<file path="src/rtl/pwm2_pkg.sv">
package pwm2_pkg;
  localparam logic [7:0] IO_MODE_PWM = 8'h12;

  typedef enum logic [2:0] {
    RA_CTRL = 3'd0,
    RA_IO   = 3'd1,
    RA_CMPA = 3'd2,
    RA_CMPB = 3'd3,
    RA_CMPC = 3'd4,
    RA_CMPD = 3'd5
  } reg_addr_e;
endpackage

</file>
<file path="src/rtl/pwm2_prescaler.sv">
module pwm2_prescaler #(
  parameter int PSC_W = 2
) (
  input  logic             clk,
  input  logic             rst_n,
  input  logic             run,
  input  logic [PSC_W-1:0] psc,
  output logic             tick
);
  localparam int DIV_W = 2 * ((1 << PSC_W) - 1);

  logic [DIV_W-1:0] div_q, div_d, lim;

  // terminal count = 4^psc - 1, built as a run of ones
  always_comb begin
    lim = '0;
    for (int i = 0; i < DIV_W; i++) begin
      if (i < 2 * int'(psc)) lim[i] = 1'b1;
    end
  end

  assign tick = run && (div_q == lim);

  always_comb begin
    if (!run)      div_d = '0;
    else if (tick) div_d = '0;
    else           div_d = div_q + 1'b1;
  end

  always_ff @(posedge clk or negedge rst_n) begin
    if (!rst_n) div_q <= '0;
    else        div_q <= div_d;
  end
endmodule

</file>
<file path="src/rtl/pwm2_counter.sv">
module pwm2_counter #(
  parameter int CNT_W = 16
) (
  input  logic             clk,
  input  logic             rst_n,
  input  logic             run,
  input  logic             tick,
  input  logic [CNT_W-1:0] period,
  output logic [CNT_W-1:0] cnt
);
  logic [CNT_W-1:0] cnt_d;

  always_comb begin
    if (!run)                 cnt_d = '0;
    else if (!tick)           cnt_d = cnt;
    else if (cnt == period)   cnt_d = '0;
    else                      cnt_d = cnt + 1'b1;
  end

  always_ff @(posedge clk or negedge rst_n) begin
    if (!rst_n) cnt <= '0;
    else        cnt <= cnt_d;
  end
endmodule

</file>
<file path="src/rtl/pwm2_outstage.sv">
module pwm2_outstage
  import pwm2_pkg::*;
#(
  parameter int CNT_W = 16,
  parameter int IO_W  = 8
) (
  input  logic [IO_W-1:0]  io_mode,
  input  logic [CNT_W-1:0] cnt,
  input  logic [CNT_W-1:0] duty,
  output logic             oe,
  output logic             lvl
);
  logic active;

  assign active = (io_mode == IO_W'(IO_MODE_PWM));
  assign oe     = active;
  assign lvl    = active && (cnt < duty);
endmodule

</file>
<file path="src/rtl/dual_pwm_timer.sv">
module dual_pwm_timer
  import pwm2_pkg::*;
#(
  parameter int CNT_W = 16,
  parameter int PSC_W = 2
) (
  input  logic             clk,
  input  logic             rst_n,
  input  logic             wr_en,
  input  logic [2:0]       wr_addr,
  input  logic [CNT_W-1:0] wr_data,
  output logic [1:0]       pwm_out,
  output logic [1:0]       pwm_oe
);
  localparam int N_OUT = 2;
  localparam int N_CMP = 2 * N_OUT;
  localparam int IO_W  = 8;

  // reset synchroniser: asynchronous assert, synchronous release
  logic [1:0] rs_q;
  logic       rst_sn;
  always_ff @(posedge clk or negedge rst_n) begin
    if (!rst_n) rs_q <= '0;
    else        rs_q <= {rs_q[0], 1'b1};
  end
  assign rst_sn = rs_q[1];

  logic             clr_sel_q, clr_sel_d;
  logic [PSC_W-1:0] psc_q, psc_d;
  logic [IO_W-1:0]  io_q  [N_OUT];
  logic [IO_W-1:0]  io_d  [N_OUT];
  logic [CNT_W-1:0] cmp_q [N_CMP];
  logic [CNT_W-1:0] cmp_d [N_CMP];

  logic             run, tick;
  logic [CNT_W-1:0] cnt_q, period;
  logic [N_OUT-1:0] oe_w, lvl_w;

  assign run = |oe_w;

  always_comb begin
    clr_sel_d = clr_sel_q;
    psc_d     = psc_q;
    io_d      = io_q;
    cmp_d     = cmp_q;
    if (wr_en) begin
      case (reg_addr_e'(wr_addr))
        RA_CTRL: if (!run) begin
          psc_d     = wr_data[PSC_W-1:0];
          clr_sel_d = wr_data[PSC_W];
        end
        RA_IO: begin
          io_d[0] = wr_data[2*IO_W-1:IO_W];
          io_d[1] = wr_data[IO_W-1:0];
        end
        RA_CMPA: cmp_d[0] = wr_data;
        RA_CMPB: cmp_d[1] = wr_data;
        RA_CMPC: cmp_d[2] = wr_data;
        RA_CMPD: cmp_d[3] = wr_data;
        default: ;
      endcase
    end
  end

  always_ff @(posedge clk or negedge rst_sn) begin
    if (!rst_sn) begin
      clr_sel_q <= 1'b0;
      psc_q     <= '0;
      for (int i = 0; i < N_OUT; i++) io_q[i]  <= '0;
      for (int i = 0; i < N_CMP; i++) cmp_q[i] <= '0;
    end else begin
      clr_sel_q <= clr_sel_d;
      psc_q     <= psc_d;
      io_q      <= io_d;
      cmp_q     <= cmp_d;
    end
  end

  assign period = clr_sel_q ? cmp_q[2] : cmp_q[0];

  pwm2_prescaler #(.PSC_W(PSC_W)) u_psc (
    .clk  (clk),
    .rst_n(rst_sn),
    .run  (run),
    .psc  (psc_q),
    .tick (tick)
  );

  pwm2_counter #(.CNT_W(CNT_W)) u_cnt (
    .clk   (clk),
    .rst_n (rst_sn),
    .run   (run),
    .tick  (tick),
    .period(period),
    .cnt   (cnt_q)
  );

  for (genvar g = 0; g < N_OUT; g++) begin : g_out
    pwm2_outstage #(.CNT_W(CNT_W), .IO_W(IO_W)) u_stage (
      .io_mode(io_q[g]),
      .cnt    (cnt_q),
      .duty   (cmp_q[2*g+1]),
      .oe     (oe_w[g]),
      .lvl    (lvl_w[g])
    );
  end

  assign pwm_out = lvl_w;
  assign pwm_oe  = oe_w;
endmodule

</file>
<file path="config.mk">
export PLATFORM = sky130hd
export DESIGN_NAME = dual_pwm_timer
export DESIGN_NICKNAME = d
export VERILOG_FILES = /design/src/rtl/pwm2_pkg.sv /design/src/rtl/pwm2_prescaler.sv /design/src/rtl/pwm2_counter.sv /design/src/rtl/pwm2_outstage.sv /design/src/rtl/dual_pwm_timer.sv
export SDC_FILE = /design/constraint.sdc
export NUM_CORES = 1
export LEC_CHECK = 0
export CORE_AREA = 2 2 121 123
export DETAILED_ROUTE_END_ITERATION = 10
export DIE_AREA = 0 0 123 125
export DONT_BUFFER_PORTS = 1
export PLACE_DENSITY = 0.53
export SKIP_LAST_GASP = 1
export SYNTH_ARGS = -nofsm -noshare
export SYNTH_HDL_FRONTEND = slang
export SYNTH_SLANG_ARGS = --single-unit
</file>
<file path="constraint.sdc">
create_clock -name clk -period 4.3 [get_ports clk]
set_input_delay 0.215 -clock clk [delete_from_list [all_inputs] [get_ports clk]]
set_output_delay 0.215 -clock clk [all_outputs]
set_load 0.1 [all_outputs]
</file>
* Yosys cells after proc, flatten, opt, wreduce, memory -nomap -nowiden
Index checks and enable logic that the tools add are counted.
** Storage, ports and cells
- Register bits after elaboration :: 107
- Output and inout port bits :: 4
** Operators by class
- Add/sub/neg operators :: 2
- Mux-type cells :: 12
- Bitwise gates (word level) :: 1
- Eq/ne operators :: 10
- Magnitude comparators :: 8
- Reduce and logical (&&, ||, !) cells :: 11
** Operator list (number)
- $mux W16 :: 4
- $lt A16 B16 Y1 :: 2
- $add A16 B1 Y16 const B :: 1
- $eq A16 B16 Y1 :: 1
- $eq A8 B5 Y1 const B :: 2
- $mux W6 :: 2
- $reduce_and A2 Y1 :: 5
- $add A6 B1 Y6 const B :: 1
- $eq A3 B2 Y1 const B :: 2
- $eq A3 B3 Y1 const B :: 2
- $eq A6 B6 Y1 :: 1
- $lt A1 B3 Y1 const A :: 2
- $lt A2 B3 Y1 const A :: 2
- $lt A3 B3 Y1 const A :: 2
- $mux W1 :: 6
- $eq A3 B1 Y1 const B :: 1
- $logic_and A1 B1 Y1 :: 3
- $logic_not A3 Y1 :: 1
- $reduce_and A3 Y1 :: 1
- $ne A2 B2 Y1 const B :: 1
- $reduce_or A2 Y1 :: 1
- $not A1 Y1 :: 1

* Logic depth before layout (Yosys ltp)
Gate-level depths: netlist of run 1.
- Depth after elaboration :: 6
- Gate-level depth with buffers :: 9

* Cells and area by module
A second synthesis of run 1 with hierarchy kept.
** Unflattened totals
- Cells, all modules :: 480
- Area, all modules :: 5728.0 µm²
** By module, submodules not included
- dual_pwm_timer :: cells each 203, instances 1, area each 3400.8 µm², seq. area each 2127.0 µm²
- pwm2_counter :: cells each 131, instances 1, area each 1131.1 µm², seq. area each 400.4 µm²
- pwm2_outstage :: cells each 55, instances 2, area each 415.4 µm², seq. area each 0.0 µm²
- pwm2_prescaler :: cells each 36, instances 1, area each 365.4 µm², seq. area each 150.1 µm²

* Worst setup path after synthesis of run 1
No wires, ideal clock.
- Kind :: reg-to-output
- Start point :: register u_cnt.cnt[5]
- End point :: output port pwm_out[0]
- Data arrival time :: 1844 ps
- Setup slack :: 2241 ps
- Cell stages (with the launch flop) :: 9
- Data required time :: 4085 ps
- Cells stage by stage :: dfrtp_1 ha_1 a21o_1 a21o_1 a21o_1 a211oi_1 o211ai_1 nand2_1 buf_4
** On the way
- Longest elaborated chain between the ends :: 2
** Ends and longest elaborated chain
- start, declared :: RTL line pwm2_counter.sv:9 : output logic [CNT_W-1:0] cnt
- start signal, assigned :: RTL line pwm2_counter.sv:22 : else cnt <= cnt_d;
- $lt A16 B16 Y1 :: RTL line pwm2_outstage.sv:17 : assign lvl = active && (cnt < duty);
- $logic_and A1 B1 Y1 :: RTL line pwm2_outstage.sv:17
- end, declared :: RTL line dual_pwm_timer.sv:12 : output logic [1:0] pwm_out,
Every way passes these cells.

* Final worst setup path of run 1
- Start point :: register u_cnt.cnt[9]
- End point :: output port pwm_out[1]
Same word-level chain as after synthesis.

==> impl_results.rst, run 1 <==
.. list-table::
   :header-rows: 1

   * - Metric
     - Value
   * - CTS root buf
     - clkbuf_16
   * - Vias per cell
     - between 5 and 6
   * - Setup WS pre-CTS
     - 1.60 ns
   * - Final-layout fill cell count
     - roughly 1,400
   * - Path depth of the worst reg2reg path
     - 6
   * - Clock-pin slew on the worst setup and hold paths
     - 0.07 ns
   * - Height of the chip
     - 125 um
   * - Total clock buffers created by CTS
     - 9
   * - Source of the worst hold timing path
     - wr_data[7]
   * - TritonCTS clock tree
     - done
   * - Max Buffers Root-to-Sink
     - 2
   * - Worst setup path category
     - reg -> out
   * - First element of the critical path
     - u_cnt.cnt[9]
   * - Met2 capacity usage during global routing
     - 0.266
   * - Total clock sinks
     - 107
   * - Count of nets left with antenna violations after detail routing
     - 0
   * - Wirelength, routed
     - 12,500 um
   * - Fraction of met1 tracks used by global routing
     - 0.243
   * - DP Wirelength
     - approximately 8600 um
   * - Biggest fanout along the worst timing path
     - 5
   * - Yosys top cell area share
     - 0.489
   * - Vias in the first global route
     - 3,617
   * - Syn Nets
     - 504
   * - Total of endpoints with negative setup slack in the final report
     - 0
   * - Async S/R FF share, synth
     - 1.00
   * - DRC violation count after routing
     - 0
   * - Largest cells by area after synthesis
     - dfrtp_1 (49%), mux2_2 (17%), ha_1 (7.3%)
   * - Setup WS post-layout
     - roughly 1.6 ns
   * - Cts repair resizes
     - 0
   * - Max_slew headroom
     - 0.314
   * - Buffers added on ports
     - 0
   * - YS warnings
     - 0
   * - Status
     - finished clean
   * - Placed cell count
     - around 620
   * - Least-Margin Pin Slew
     - 1.03 ns
   * - Commonest cells after routing, fill and taps aside
     - dfrtp_1 (106), mux2_2 (83), inv_1 (33)
   * - Overall routing resource usage
     - 0.175
   * - Peak supply drop
     - 0.248 mV
   * - Portion of the post-synthesis area used by sequential elements
     - 0.489
   * - Hold Path Class
     - in -> reg
   * - Area delta synth->final
     - 13.1%
   * - Required time at the worst-slack endpoint
     - approximately 4.1 ns
   * - Number of antenna violations at the first check in global routing
     - 0
   * - Number of buffers inserted by post-CTS setup repair
     - 0
   * - First-iteration detailed-routing DRC count
     - 84
   * - Final worst path period need
     - approximately 2.7 ns
   * - Share of layout cells above drive strength 1
     - 0.232
   * - Total negative slack
     - 0 ns
   * - Final-layout worst hold slack
     - 0.0111 ns
   * - Via count of the routed design
     - 3,423
   * - First-pass GRT wire length
     - 20,100 um
   * - Die X-Extent
     - 123 um
   * - Leading cell type in the layout, fill and taps excluded
     - dfrtp_1
   * - Final std cells w/o fill
     - 659
   * - Mean instance size in the synthesized netlist
     - roughly 12 um2
   * - Most area-hungry cell type in the Yosys netlist
     - dfrtp_1
   * - Total global routing overflow
     - 0
   * - Busiest grt layer
     - met2
   * - Flop2flop setup slack
     - between 1.5 and 2 ns
   * - Summed instance area of the synthesized netlist
     - roughly 5500 um2
   * - Largest net degree at the start of global routing
     - 75
   * - Core Footprint
     - between 10,000 and 15,000 um2
   * - Final RePlAce weighted congestion
     - between 0.8 and 0.9
   * - Count of endpoints failing hold in the final timing report
     - 0
   * - Clock latency on the worst-skew pair
     - 0.35 ns
   * - Arrival @ worst endpoint
     - ~2.5 ns
   * - Beginning of the worst register-to-register path
     - clr_sel_q
   * - Per-cell routed wire length
     - 19.0 um
   * - Power per unit of standard cell area
     - 442 nW/um2
   * - Fraction of the core area covered by cells at the end of the flow
     - 0.436
   * - Post-route clock skew
     - about 0.0072 ns
   * - Initial core utilization
     - 0.386
   * - Unique cell type count in the Yosys netlist
     - 43
   * - Total iterations of the first detailed-routing run
     - 4
   * - Element type at the critical path end
     - primary output
   * - Antenna cell count
     - 0
   * - Final Max Tran Viols
     - 0
   * - Fmax
     - 0.365 GHz
   * - H-tree levels
     - 3
   * - Post-synth EDFFs
     - 0
   * - Leak Pwr
     - 0.00282 uW
   * - Startpoint type of the worst setup path
     - register
   * - RSZ-0062 raised after global routing
     - no
   * - Number of rows in the core area
     - 44
   * - Leading register cell type out of synthesis
     - dfrtp_1
   * - Total number of nets in the final design
     - 524
   * - Number of stages on the worst hold path
     - 1
   * - Number of maximum-capacitance constraint violations
     - 0
   * - Global routing met3 resource utilization
     - 0.0315
   * - Area enclosed by the die boundary
     - about 15,000 um2
   * - Top-level port count
     - 26
   * - Final period util
     - 0.637
   * - Flops & latches, synth
     - 107
   * - Cell count after synthesis
     - 450
==> kinds of logic (layout without fill, tap and decap cells) <==
family,Yosys count,in the layout,share of synthesized area
XOR/XNOR,33,33,0.0528
multiplexers,99,99,0.200
AND/OR/NAND/NOR,78,78,0.0768
flip-flops,107,107,0.489
AO/OA/AOI/OAI,48,48,0.0624
buffers and inverters,52,77,0.0455
other,1,1,0.000685
adder cells (fa/ha/maj),32,32,0.0731
==> cells in the mapped netlist (all sizes together) (8+ instances only) <==
library cell  number
dfrtp            107
mux2              83
inv               33
ha                32
nor2              29
xnor2             17
mux2i             16
xor2              16
buf               13
a21o              11
nand3              9
o21ai              9
a21oi              8
==> worst paths after layout <==
check                                      to
max in group asynchronous           cmp_q[41]
min in group asynchronous             rs_q[1]
worst min register to register        rs_q[1]
worst max-delay path               pwm_out[1]
worst min-delay path                  io_q[7]
worst max register to register  u_cnt.cnt[15]
==> through the flow <==
stage / total power (uW) / area, um2
final: 2740 / 6190
after global routing: 2890 / 6190
after CTS: 2770 / 6160
after detailed placement: 1790 / 5640
after global placement: 1770 / 5640
after floorplan: 1680 / 5480
==> flip-flops by register name, summed over array words and instances (netlist names) <==
| signal | cells |
|---|---|
| u_psc.div_q | 6 |
| io_q | 16 |
| rs_q | 2 |
| psc_q | 2 |
| cmp_q | 64 |
| u_cnt.cnt | 16 |
| clr_sel_q | 1 |
==> what timing repair did <==
item / in CTS / in global routing
endpoints found under the hold margin: 58 / 3
hold buffers: 18 / 3
endpoints found under the setup margin: 0 / 0
==> critical path, stage by stage (launching register included) <==
cell and delay (ns):
dfrtp_1 0.49, ha_1 0.34, a21o_1 0.16, a21o_1 0.17, a21oi_1 0.32, o211ai_1 0.21
a21oi_2 0.18, buf_4 0.30
==> where the power goes <==
| part | internal, uW | switching (uW) | leakage (uW) |
|---|---|---|---|
| logic | 270 | 217 | 0.00133 |
| registers | 1180 | 120 | 0.00133 |
| clock network | 571 | 382 | 0.000163 |
==> per-layer routing <==
metal / part of all wire / vias to the layer above
met3: 0.028 / 22
met4: 0.029 / 0
met1: 0.48 / 1724
met5: 0 / -
li1: - / 1633
met2: 0.46 / 44
==> area by class of cell <==
type,count,area (um2),share of cell area
Sequential cell,107,2680,0.433
Multi-Input combinational cell,291,2550,0.412
Clock inverter,6,111,0.0180
Tap cell,184,230,0.0372
Inverter,33,124,0.0200
Clock buffer,10,229,0.0370
Timing Repair Buffer,28,263,0.0424
(Power assumes the default switching activity.)
==> inputs of run 2 (changes only) <==
ABC_AREA = 1   (was not set)
CORE_AREA = 2 2 124 126   (was 2 2 121 123)
DIE_AREA = 0 0 126 128   (was 0 0 123 125)
PLACE_DENSITY = 0.56   (was 0.53)
clock period = 2.4 ns   (was 4.3 ns; I/O delays follow)
==> run 2 against run 1 <==
Net effect:
- synthesized cell count grew 68%
- first-iteration DRC count grew to 3.0 times the previous value
- global-route usage grew 1.2 points
- critical path type unchanged
- clock skew shrank 0.0014 ns
- utilization shrank 0.51 points
- sequential share of layout area shrank 1.4 points
- largest cell class unchanged
- clock power grew 55%
==> impl_results.rst, run 2 <==
.. list-table::
   :header-rows: 1

   * - Metric
     - Value
   * - Number of buffers inserted by post-CTS setup repair
     - 0 (unchanged)
   * - Post-synth EDFFs
     - 0 (unchanged)
   * - Leak Pwr
     - 0.00330 uW (+17%)
   * - Source of the worst hold timing path
     - wr_data[13]
   * - Buffers added on ports
     - 0 (unchanged)
   * - Total global routing overflow
     - 0 (unchanged)
   * - Biggest fanout along the worst timing path
     - 8 (+3)
   * - Leading cell type in the layout, fill and taps excluded
     - nand2_1
   * - Critical Path Slowest Stage Cell
     - dfrtp_2
   * - Endpoint of the worst hold-timing path
     - cmp_q[61]
   * - Area delta synth->final
     - 9.80%
   * - Async S/R FF share, synth
     - 1.00 (unchanged)
   * - Number of stages on the worst hold path
     - 2 (+1)
   * - Commonest cells in the synthesized netlist
     - nand2_1 (252), dfrtp_1 (107), inv_1 (104)
   * - Total number of nets in the final design
     - 809 (+54%)
   * - DRC violation count after routing
     - 0 (unchanged)
   * - Peak supply drop
     - 0.403 mV (+62%)
   * - Biggest regs
     - cmp_q: 64 flops, io_q: 16 flops, u_cnt.cnt: 16 flops
   * - Summed instance area of the synthesized netlist
     - 5830 um2 (+6.5%)
   * - Count of endpoints failing hold in the final timing report
     - 0 (unchanged)
   * - Largest net degree at the start of global routing
     - 106 (+41%)
   * - Status
     - finished clean
   * - Clock latency on the worst-skew pair
     - 0.35 ns (about the same)
   * - Required time at the worst-slack endpoint
     - 2.28 ns (-1.81 ns)
   * - Number of maximum-capacitance constraint violations
     - 0 (unchanged)
   * - Total clock buffers created by CTS
     - 9 (unchanged)
   * - Wirelength, routed
     - 13,900 um (+11%)
   * - Final worst path period need
     - roughly 2.2 ns
   * - Overall routing resource usage
     - 0.187 (+0.0116)
   * - Area enclosed by the die boundary
     - 16,100 um2 (+4.9%)
   * - Syn Nets
     - 809 (+61%)
   * - First-iteration detailed-routing DRC count
     - 248 (+200%)
   * - Number of buffers and inverters on the critical path
     - 1 (unchanged)
   * - Height of the chip
     - 128 um (+2.4%)
   * - Final-layout fill cell count
     - 1,545 (+13%)
   * - Leading register cell type out of synthesis
     - dfrtp_1
   * - Fraction of the core area covered by cells at the end of the flow
     - 0.431 (-0.00507)
   * - Delay of the slowest critical-path stage
     - 0.49 ns (about the same)
   * - YS warnings
     - 0 (unchanged)
   * - Final std cells w/o fill
     - 948 (+44%)
   * - Cell family with most CP delay
     - compound AO/OA/AOI/OAI gates
   * - Path depth of the worst reg2reg path
     - 10 (+4)
   * - Commonest cells after routing, fill and taps aside
     - nand2_1 (252), inv_1 (104), dfrtp_1 (104)
   * - Crit-path most repeated cell
     - nand4_1
   * - Most frequently used cell type in the post-synthesis netlist
     - nand2_1
   * - Post-route clock skew
     - 0.00586 ns (-0.00138 ns)
   * - Element type at the critical path end
     - primary output
   * - Vias per cell
     - 4.96 (-4.5%)
   * - Vias in the first global route
     - 4,690 (+30%)
   * - Worst setup path category
     - reg -> out
   * - Yosys top cell area share
     - 0.459 (-0.0299)
   * - Total clock sinks
     - 107 (unchanged)
   * - Hold Path Class
     - in -> reg
   * - Core Footprint
     - 14,900 um2 (+4.7%)
   * - Number of rows in the core area
     - 45 (+2.3%)
   * - Antenna cell count
     - 0 (unchanged)
   * - Top-level port count
     - 26 (unchanged)
   * - Via count of the routed design
     - 4,703 (+37%)
   * - Endpoint of the lowest-slack register-to-register path
     - u_cnt.cnt[12]
   * - Largest cells by area after synthesis
     - dfrtp_1 (46%), nand2_1 (16%), o21ai_0 (7.9%)
   * - Unique cell type count in the Yosys netlist
     - 29 (-33%)
   * - CTS root buf
     - clkbuf_16
   * - Mean instance size in the synthesized netlist
     - 7.73 um2 (-37%)
   * - Final Max Tran Viols
     - 0 (unchanged)
   * - Final period util
     - 0.924
   * - Total negative slack
     - 0 ns (unchanged)
   * - Most area-hungry cell type in the Yosys netlist
     - dfrtp_1
   * - RSZ-0062 raised after global routing
     - no
   * - Max Buffers Root-to-Sink
     - 2 (unchanged)
   * - Total iterations of the first detailed-routing run
     - 5 (+1)
   * - DP Wirelength
     - 10,300 um (+20%)
   * - Total of endpoints with negative setup slack in the final report
     - 0 (unchanged)
   * - Placed cell count
     - 929 (+49%)
   * - Flop2flop setup slack
     - 0.50 ns (-1.17 ns)
   * - Critical path, cell by cell
     - ha_1, a21oi_1, o21ai_0, nand4_1, nand4_1, a21oi_2, buf_12
   * - Startpoint type of the worst setup path
     - register
   * - First-pass GRT wire length
     - 23,700 um (+18%)
   * - H-tree levels
     - 3 (unchanged)
   * - Arrival @ worst endpoint
     - 2.10 ns (-0.42 ns)
   * - Most flop-heavy register
     - cmp_q
   * - Count of nets left with antenna violations after detail routing
     - 0 (unchanged)
   * - Portion of the post-synthesis area used by sequential elements
     - 0.459 (-0.0299)
   * - Die X-Extent
     - 126 um (+2.4%)
   * - Cell count after synthesis
     - 755 (+68%)
   * - Fmax
     - 0.451 GHz
   * - Initial core utilization
     - 0.392 (+0.00685)
   * - Max reg flops
     - 64 (unchanged)
   * - Share of layout cells above drive strength 1
     - 0.0750 (-0.157)
   * - Least-Margin Pin Slew
     - 1.03 ns (-0.000190 ns)
   * - Clock-pin slew on the worst setup and hold paths
     - 0.07 ns (about the same)
   * - Max_slew headroom
     - 0.314 (+0.000386)
   * - Per-cell routed wire length
     - 14.7 um (-23%)
   * - Number of antenna violations at the first check in global routing
     - 0 (unchanged)
   * - Final RePlAce weighted congestion
     - 0.842 (+2.4%)
   * - TritonCTS clock tree
     - done
   * - Beginning of the worst register-to-register path
     - u_cnt.cnt[1]
   * - Overall Power
     - 4610 uW (+68%)
   * - Flops & latches, synth
     - 107 (unchanged)
   * - Power per unit of standard cell area
     - 720 nW/um2 (+63%)
==> run 2: cell types whose count changed after synthesis, sizes merged, moves of 13 or more <==
cell / delta
mux2i: -16
inv: +72
mux2: -83
a21oi: +17
nand2: +254
xnor2: -17
o21ai: +83
nand3: +30
xor2: -13
==> run 2: repair_timing <==
action / 4_1_cts / 5_1_grt
endpoints found under the hold margin: 6 / 0
resized for setup: 0 / 4
hold buffers: 3 / 0
setup endpoints to repair: 0 / 1
==> run 2: metal layers <==
layer	vias to the layer above	GRT usage	share of wire
met1	2206	0.265	0.49
li1	2390	-	-
met3	16	0.0259	0.033
met2	91	0.294	0.46
met4	0	0.0698	0.021
met5	-	0	0
==> run 2: power breakdown <==
part | switching [uW] | internal, uW | total, uW
logic | 592 | 320 | 912
registers | 155 | 2070 | 2220
clock network | 639 | 836 | 1480
==> run 2: final cells by class <==
type                       count  area [um2]  share of cell area
clock inverter                 4        50.0             0.00781
tap                          188         235              0.0367
multi-input combinational    517        2630               0.410
sequential                   107        2680               0.419
inverter                     105         394              0.0615
clock buffer                  12         246              0.0385
timing repair buffer          15         170              0.0266
==> run 2: worst max-delay path by stage <==
| stage | from | end | slack [ns] | cells after the start |
|---|---|---|---|---|
| floorplan | rs_q[1] | clr_sel_q | 0.61 | 0 |
| global placement | u_cnt.cnt[1] | pwm_out[0] | 0.50 | 6 |
| detailed placement | u_cnt.cnt[11] | pwm_out[0] | 0.48 | 7 |
| CTS | u_cnt.cnt[11] | pwm_out[0] | 0.09 | 7 |
| global route | u_cnt.cnt[11] | pwm_out[0] | 0.07 | 7 |
| finish | u_cnt.cnt[11] | pwm_out[0] | 0.18 | 7 |
==> run 2: worst register-to-register path, stage by stage, from the launching register on <==
cell and delay, ns:
dfrtp_1 0.49, ha_1 0.25, nand2_1 0.09, nor3_2 0.21
nand2_1 0.14, nor2_1 0.24, nand2_1 0.08, nand2_1 0.07
nand2_1 0.06, nand4_1 0.12, nand2_1 0.06
==> run 2: per-stage QoR <==
stage,cell area (um2),hold WS [ns],worst slack [ns]
2_1_floorplan,5830,-0.176,0.608
3_3_place_gp,6070,-0.176,0.502
3_5_place_dp,6070,-0.176,0.477
4_1_cts,6400,0.00349,0.0890
5_1_grt,6400,0.0325,0.0688
6_report,6400,0.0111,0.182
==> run 2: kinds of logic (layout without fill, tap and decap cells) <==
kind of cell | after synthesis | after routing | share of synthesized area
compound gates | 120 | 120 | 0.111
xor+xnor | 3 | 3 | 0.00451
fa+ha+maj | 32 | 32 | 0.0686
buf+inv | 131 | 136 | 0.0931
flops | 107 | 107 | 0.459
other cells | 1 | 1 | 0.000643
simple gates | 361 | 361 | 0.263
